`src/rtl/bperm_pkg.sv`:
```
package bperm_pkg;
  localparam int BP_DATA_W = 64;
  localparam int BP_LANES  = 8;
  localparam int BP_IDX_W  = 8;
  localparam int BP_SEL_W  = $clog2(BP_DATA_W);

  // Index byte for lane g, MSB-first: lane 0 is the top byte
  function automatic logic [BP_IDX_W-1:0] lane_index(input logic [BP_DATA_W-1:0] word,
                                                     input int unsigned g);
    logic [BP_DATA_W-1:0] sh;
    sh = word >> (BP_DATA_W - BP_IDX_W * (g + 1));
    return sh[BP_IDX_W-1:0];
  endfunction

  // An index is usable only when every bit above the select field is clear
  function automatic logic index_in_range(input logic [BP_IDX_W-1:0] idx);
    return idx[BP_IDX_W-1:BP_SEL_W] == '0;
  endfunction
endpackage

```
`src/rtl/bperm_idx_decode.sv`:
```
module bperm_idx_decode #(
  parameter int IDX_W = bperm_pkg::BP_IDX_W,
  parameter int SEL_W = bperm_pkg::BP_SEL_W
) (
  input  logic [IDX_W-1:0] idx,
  output logic             in_range,
  output logic [SEL_W-1:0] sel
);
  assign in_range = bperm_pkg::index_in_range(idx);
  assign sel      = idx[SEL_W-1:0];
endmodule

```
`src/rtl/bperm_bit_mux.sv`:
```
module bperm_bit_mux #(
  parameter int DATA_W = bperm_pkg::BP_DATA_W,
  localparam int SEL_W = $clog2(DATA_W)
) (
  input  logic [DATA_W-1:0] rev_data,   // bit k here is MSB-first bit k of the source
  input  logic [SEL_W-1:0]  sel,
  input  logic              in_range,
  output logic              pick
);
  logic raw_bit;
  assign raw_bit = rev_data[sel];
  assign pick    = in_range & raw_bit;


  always_comb begin
    if (!in_range) oor_zero_chk: assert (pick == 1'b0);
  end
endmodule

```
`src/rtl/bperm_core.sv`:
```
module bperm_core #(
  parameter int DATA_W = bperm_pkg::BP_DATA_W,
  parameter int LANES  = bperm_pkg::BP_LANES,
  parameter int IDX_W  = bperm_pkg::BP_IDX_W,
  localparam int SEL_W = $clog2(DATA_W)
) (
  input  logic [DATA_W-1:0] sel_word,
  input  logic [DATA_W-1:0] src_word,
  output logic [DATA_W-1:0] gathered
);
  logic [DATA_W-1:0] rev_src;
  logic [LANES-1:0]  lane_pick;
  logic [LANES-1:0]  lane_ok;

  assign rev_src = {<<{src_word}};

  for (genvar g = 0; g < LANES; g++) begin : g_lane
    logic [IDX_W-1:0] idx;
    logic [SEL_W-1:0] sel;
    assign idx = sel_word[DATA_W-1-IDX_W*g -: IDX_W];

    bperm_idx_decode #(.IDX_W(IDX_W), .SEL_W(SEL_W)) u_dec (
      .idx(idx), .in_range(lane_ok[g]), .sel(sel)
    );
    bperm_bit_mux #(.DATA_W(DATA_W)) u_mux (
      .rev_data(rev_src), .sel(sel), .in_range(lane_ok[g]), .pick(lane_pick[g])
    );
    assign gathered[LANES-1-g] = lane_pick[g];           // lane 0 -> top of low byte
  end

  assign gathered[DATA_W-1:LANES] = '0;
endmodule

```
`src/rtl/bperm_unit.sv`:
```
module bperm_unit #(
  parameter int DATA_W  = bperm_pkg::BP_DATA_W,
  parameter int LANES   = bperm_pkg::BP_LANES,
  parameter int IDX_W   = bperm_pkg::BP_IDX_W,
  parameter bit REG_OUT = 1'b1
) (
  input  logic              clk,
  input  logic              rst,
  input  logic              in_valid,
  input  logic [DATA_W-1:0] sel_word,
  input  logic [DATA_W-1:0] src_word,
  output logic              out_valid,
  output logic [DATA_W-1:0] result
);
  logic [DATA_W-1:0] gathered;

  bperm_core #(.DATA_W(DATA_W), .LANES(LANES), .IDX_W(IDX_W)) u_core (
    .sel_word(sel_word), .src_word(src_word), .gathered(gathered)
  );

  if (REG_OUT) begin : g_reg
    logic [DATA_W-1:0] res_q;
    logic              vld_q;
    logic              load_evt;
    assign load_evt = in_valid;

    always_ff @(posedge clk) begin
      if (rst) begin
        res_q <= '0;
        vld_q <= 1'b0;
      end else begin
        vld_q <= load_evt;
        if (load_evt) res_q <= gathered;
      end
    end
    assign result    = res_q;
    assign out_valid = vld_q;


    strobe_follow_chk: assert property (@(posedge clk) disable iff (rst)
      in_valid |=> out_valid);

    strobe_cause_chk: assert property (@(posedge clk) disable iff (rst)
      !in_valid |=> !out_valid);

    hold_chk: assert property (@(posedge clk) disable iff (rst)
      !in_valid |=> $stable(result));

    rst_clear_chk: assert property (@(posedge clk)
      rst |=> (result == '0 && !out_valid));

    upper_zero_chk: assert property (@(posedge clk) disable iff (rst)
      result[DATA_W-1:LANES] == '0);
  end else begin : g_comb
    assign result    = gathered;
    assign out_valid = in_valid;

    always_comb upper_zero_chk: assert (result[DATA_W-1:LANES] == '0);
  end
endmodule

```
`config.mk`:
```
export PLATFORM = sky130hd
export DESIGN_NAME = bperm_unit
export DESIGN_NICKNAME = d
export VERILOG_FILES = /design/src/rtl/bperm_pkg.sv /design/src/rtl/bperm_idx_decode.sv /design/src/rtl/bperm_bit_mux.sv /design/src/rtl/bperm_core.sv /design/src/rtl/bperm_unit.sv
export SDC_FILE = /design/constraint.sdc
export NUM_CORES = 1
export LEC_CHECK = 0
export BUFFER_PORTS_ARGS = -buffer_cell sky130_fd_sc_hd__buf_2
export CORE_ASPECT_RATIO = 0.9
export CORE_MARGIN = 3
export CORE_UTILIZATION = 47
export CTS_CLUSTER_DIAMETER = 200
export CTS_CLUSTER_SIZE = 14
export DETAILED_ROUTE_END_ITERATION = 8
export PLACE_DENSITY = 0.83
export SKIP_LAST_GASP = 1
export SLEW_MARGIN = 20
export SYNTH_ARGS = -nofsm -noshare
export SYNTH_HDL_FRONTEND = slang
export SYNTH_SLANG_ARGS = --single-unit
```
`constraint.sdc`:
```
create_clock -name clk -period 1.7 [get_ports clk]
set_clock_uncertainty 0.15 [all_clocks]
set_input_delay 0.085 -clock clk [delete_from_list [all_inputs] [get_ports clk]]
set_output_delay 0.085 -clock clk [all_outputs]
set_load 0.05 [all_outputs]
```
# --- After elaboration in Yosys (flattened, before gate mapping) ---
# Cells that the tools add are included.
word_totals:
  regBits: 9
  elab_cells: 42
classes:
  order_cmp: 8
  muxes: 16
  bitwise: 8
  n_reduce_logical: 8
ops:
  columns: ["op", "n"]
  rows:
  - ["6-bit by 7-bit less-than comparator with 1-bit output (second input constant)", 8]
  - ["1-bit binary-select mux with 6-bit select", 8]
  - ["2-bit zero test", 8]
  - ["1-bit AND", 8]
  - ["1-bit two-way mux", 8]

# --- Depth between registers and ports, before layout ---
logic_depth:
  word_depth: 3
  mapped_depth: 7
  ltp_nobuf: 5

# --- By module ---
# From an unflattened synthesis, not the netlist that was laid out.
unflattened:
  cells_unflattened: 665
  area_unflattened_um2: 8040.2
by_module_without_submodules:
  columns: ["mod", "instances", "cells_per_inst", "area_per_inst_um2", "seq_area_each_um2"]
  rows:
  - ["bperm_bit_mux", 8, 43, 614.3, 0.0]
  - ["bperm_unit", 1, 208, 2311.0, 1301.2]
  - ["bperm_core", 1, 57, 424.2, 0.0]
  - ["bperm_idx_decode", 8, 7, 48.8, 0.0]

# --- Worst setup path after synthesis ---
# OpenSTA, ideal clock, no wires.
synth_timing:
  kind: "input-to-reg"
  start: "input sel_word[1]"
  end: "register g_reg.res_q[0], in the netlist result[0]"
  arrival_ps: 1616
  path_slack_ps: -193
  path_stages: 7
  path_buffers: 2
  path_cell_list: "buf_2 > buf_2 > mux4_2 > mux2_2 > or3_1 > a41oi_1 > o41ai_1"
synth_via:
  elab_chain_len: 3
synth_rtl:
  columns: ["element", "line", "source"]
  rows:
  - ["from (decl)", "bperm_unit.sv:10", "input logic [DATA_W-1:0] sel_word,"]
  - ["1-bit binary-select mux with 6-bit select", "bperm_bit_mux.sv:11", "assign raw_bit = rev_data[sel];"]
  - ["1-bit two-way mux (not written as such)", "bperm_bit_mux.sv:11", null]
  - ["1-bit AND", "bperm_bit_mux.sv:12", "assign pick = in_range & raw_bit;"]
  - ["to (signal assigned)", "bperm_unit.sv:33", "if (load_evt) res_q <= gathered;"]
  - ["to (decl)", "bperm_unit.sv:22", "logic [DATA_W-1:0] res_q;"]
# Every way passes these cells. The select of a mux whose other input is x is not followed.
# A chain may end at the register's enable or synchronous reset.

# --- Final worst setup path ---
layout_timing:
  start: "input sel_word[9]"
  end: "register g_reg.res_q[1], in the netlist result[1]"
# Same word-level chain as after synthesis.

==> results by group <==
Synth
  • Number of flops mapped to enable cells by yosys: 0
  • Mean Syn Cell Area: 11.90 um2
  • Yosys reg bits: 9
  • Synth Cell Area: 5165 um2
  • Cells after synthesis: 434
  • Leading area contributor after synthesis: mux4_2
  • Top cells by area, synth: mux4_2, mux2i_1, buf_4, dfxtp_1, mux2_2
  • Most common cell in the netlist: mux4_2
  • Ys Warns: 0
  • Register area share after synthesis: 3.488%
  • Synth top area share: 54.07%
  • Netlist cell types: 42
  • Synth cell count leaders: mux4_2, buf_4, mux2i_1
  • Ys flop type: dfxtp_1
  • FFs w/ async S/R, synth: 0%

Worst setup path
  • Worst r2r path cells: 3
  • R2r startpoint: result[3]$_SDFFE_PP0P_
  • Reg-to-reg endpoint: result[3]$_SDFFE_PP0P_
  • CP endpoint kind: flop
  • Type of the worst setup path: input pin to flop
  • Critical path origin: sel_word[9]
  • R2r setup slk: 0.75 ns
  • Worst EP required: 1.69 ns
  • Startpoint types: input pin
  • Worst EP arrival: roughly 1.7 ns
  • End of the critical path: result[1]$_SDFFE_PP0P_
  • Crit Path Max Fanout: 9

Clocking
  • CTS max path bufs: 2
  • Clock root cell: clkbuf_16
  • Number of CTS-inserted buffers: 3
  • Clk Latency, worst-skew pair: 0.24 ns
  • # clock sinks: 9
  • CTS tree: done
  • Clock-pin slew on the worst setup and hold paths: 0.06 ns
  • Htree depth: 1

Timing
  • Min Tclk post-route: ~1.7 ns
  • Hold WS: 0.02438 ns
  • Setup TNS Final: 0 ns
  • Final setup viols: 0
  • Max Clk Rate: 589.3 MHz
  • Fin. max-slew vios: 0
  • Final Hold Violating Endpoints: 0
  • RSZ-0062 raised after global routing: true
  • Tcrit/Tclk final: between 90 and 100%

Floorplanning
  • Core box area: 10470 um2
  • Rows: 35
  • Ports: 196
  • Die area: 12280 um2
  • Die Ht: 105.5 um
  • Die Span X: around 120 um
  • Starting Density: between 40 and 50%

Routing
  • DRT antenna net count: 0
  • DRT Wirelength: between 20000 and 25000 um
  • Via density: approximately 7
  • Via Count: 5583
  • Drt pass-1 iters: 5
  • Starting DRC count in detailed routing: 652
  • Remaining DRCs: 0
  • Routed wire per std cell: 26.69 um

Cells and area
  • Area Growth Syn to Fin: 35.10%
  • Finished Core Util: 66.67%
  • Fillers: 771
  • Post-route cell area: ~7000 um2
  • NumNets Final: 803
  • Layout Cells excl Fill: 800
  • Ant diodes: 0
  • Layout cells sized above 1: 63.64%
  • Sequential cell area: around 180 um2
  • Multi-input logic area: 4542 um2

Place
  • Post-DP HPWL: 17020 um
  • GPL Wtd Cong: 1.097
  • I/O Buffers: ~140
  • DP Area: 6713 um2
  • Post-Place Cells: 790

Global routing
  • Total GRT Usage: 34.17%
  • Initial antenna violation count: 0
  • Largest net degree at the start of global routing: 15
  • First-pass GRT wire length: 31520 um
  • Gr ovfl total: 0
  • Vias in the first global route: 5586

Power
  • Pwr dens: slightly above 400 nW/um2
  • Peak supply drop: 0.2920 mV
  • Pleak: 0.003007 uW

Flow run
  • # Max-Cap Violations: 0

Run status
  • Status: finished clean

Hold path
  • HP Class: input pin to flop
cell usage in the layout (no fill, tap or decap), types with 7 or more instances in the layout:
master / count
nand2_1: 10
buf_2: 128
mux2_2: 15
a32oi_1: 7
mux2i_1: 45
mux4_2: 124
inv_1: 16
buf_4: 120
conb_1: 56
nand3_1: 11
nor2_1: 11
buf_12: 11
dfxtp_1: 9
layer usage:
layer	global-route usage (%)	wire [um]	vias up
met2	52.21	9957	534
met1	46.50	7587	2732
met4	14.00	940	0
li1	-	-	2232
met5	0	0	-
met3	8.439	2869	85
power breakdown:
| part | switching [uW] | leakage [uW] | internal (uW) |
|---|---|---|---|
| sequential | 5.02 | 0.0000732 | 220 |
| combinational | 1150 | 0.00290 | 1030 |
| clock | 156 | 0.0000382 | 318 |
| total | 1310 | 0.00301 | 1560 |
logic make-up (layout without fill, tap and decap cells):
| kind of cell | count (synthesis) | after routing | synth area share [%] |
|---|---|---|---|
| muxes | 190 | 190 | 67.25 |
| buffers and inverters | 115 | 297 | 13.66 |
| and+or+nand+nor | 72 | 72 | 7.849 |
| AOI/OAI and AO/OA | 47 | 47 | 7.679 |
| DFF | 9 | 9 | 3.488 |
| other | 1 | 56 | 0.07260 |
final cells by class:
cell class / instances / area share (%)
multi-input cells: 365 / 65.09
well taps: 129 / 2.313
clock buffers: 4 / 1.130
repair buffers: 276 / 27.97
flip-flops and latches: 9 / 2.582
inverters: 17 / 0.9145
sequential cells by signal (all words and copies together) (netlist names):
name	count
out_valid	1
result	8
worst min-delay path by stage:
| stage | startpoint | to | slack (ns) | depth (start not counted) |
|---|---|---|---|---|
| detailed placement | sel_word[30] | result[3]$_SDFFE_PP0P_ | 0.15 | 2 |
| CTS | sel_word[52] | result[6]$_SDFFE_PP0P_ | 0.02 | 3 |
| finish | sel_word[52] | result[6]$_SDFFE_PP0P_ | 0.02 | 3 |
| floorplan | sel_word[22] | result[2]$_SDFFE_PP0P_ | 0.04 | 1 |
| global placement | sel_word[31] | result[3]$_SDFFE_PP0P_ | 0.14 | 2 |
| global route | sel_word[52] | result[6]$_SDFFE_PP0P_ | 0.06 | 3 |
through the flow:
step | setup slack, ns | power (uW)
floorplan | -0.08714 | 1621
global placement | -0.3500 | 2255
detailed placement | -0.4559 | 2297
CTS | -0.01101 | 2799
global route | -0.05309 | 2975
finish | 0.003033 | 2874
critical path: stages:
cell and delay (ns):
buf_4 0.18, mux4_2 0.53, mux4_2 0.48, inv_1 0.07, a2111oi_1 0.07, a221o_1 0.27
what timing repair did:
item	4_1_cts	5_1_grt
cloned	0	1
endpoints found under the setup margin	4	6
setup buffers	0	0
resized for setup	12	19
hold endpoints to repair	3	0
hold buffers	6	0
(Power assumes the default switching activity.)
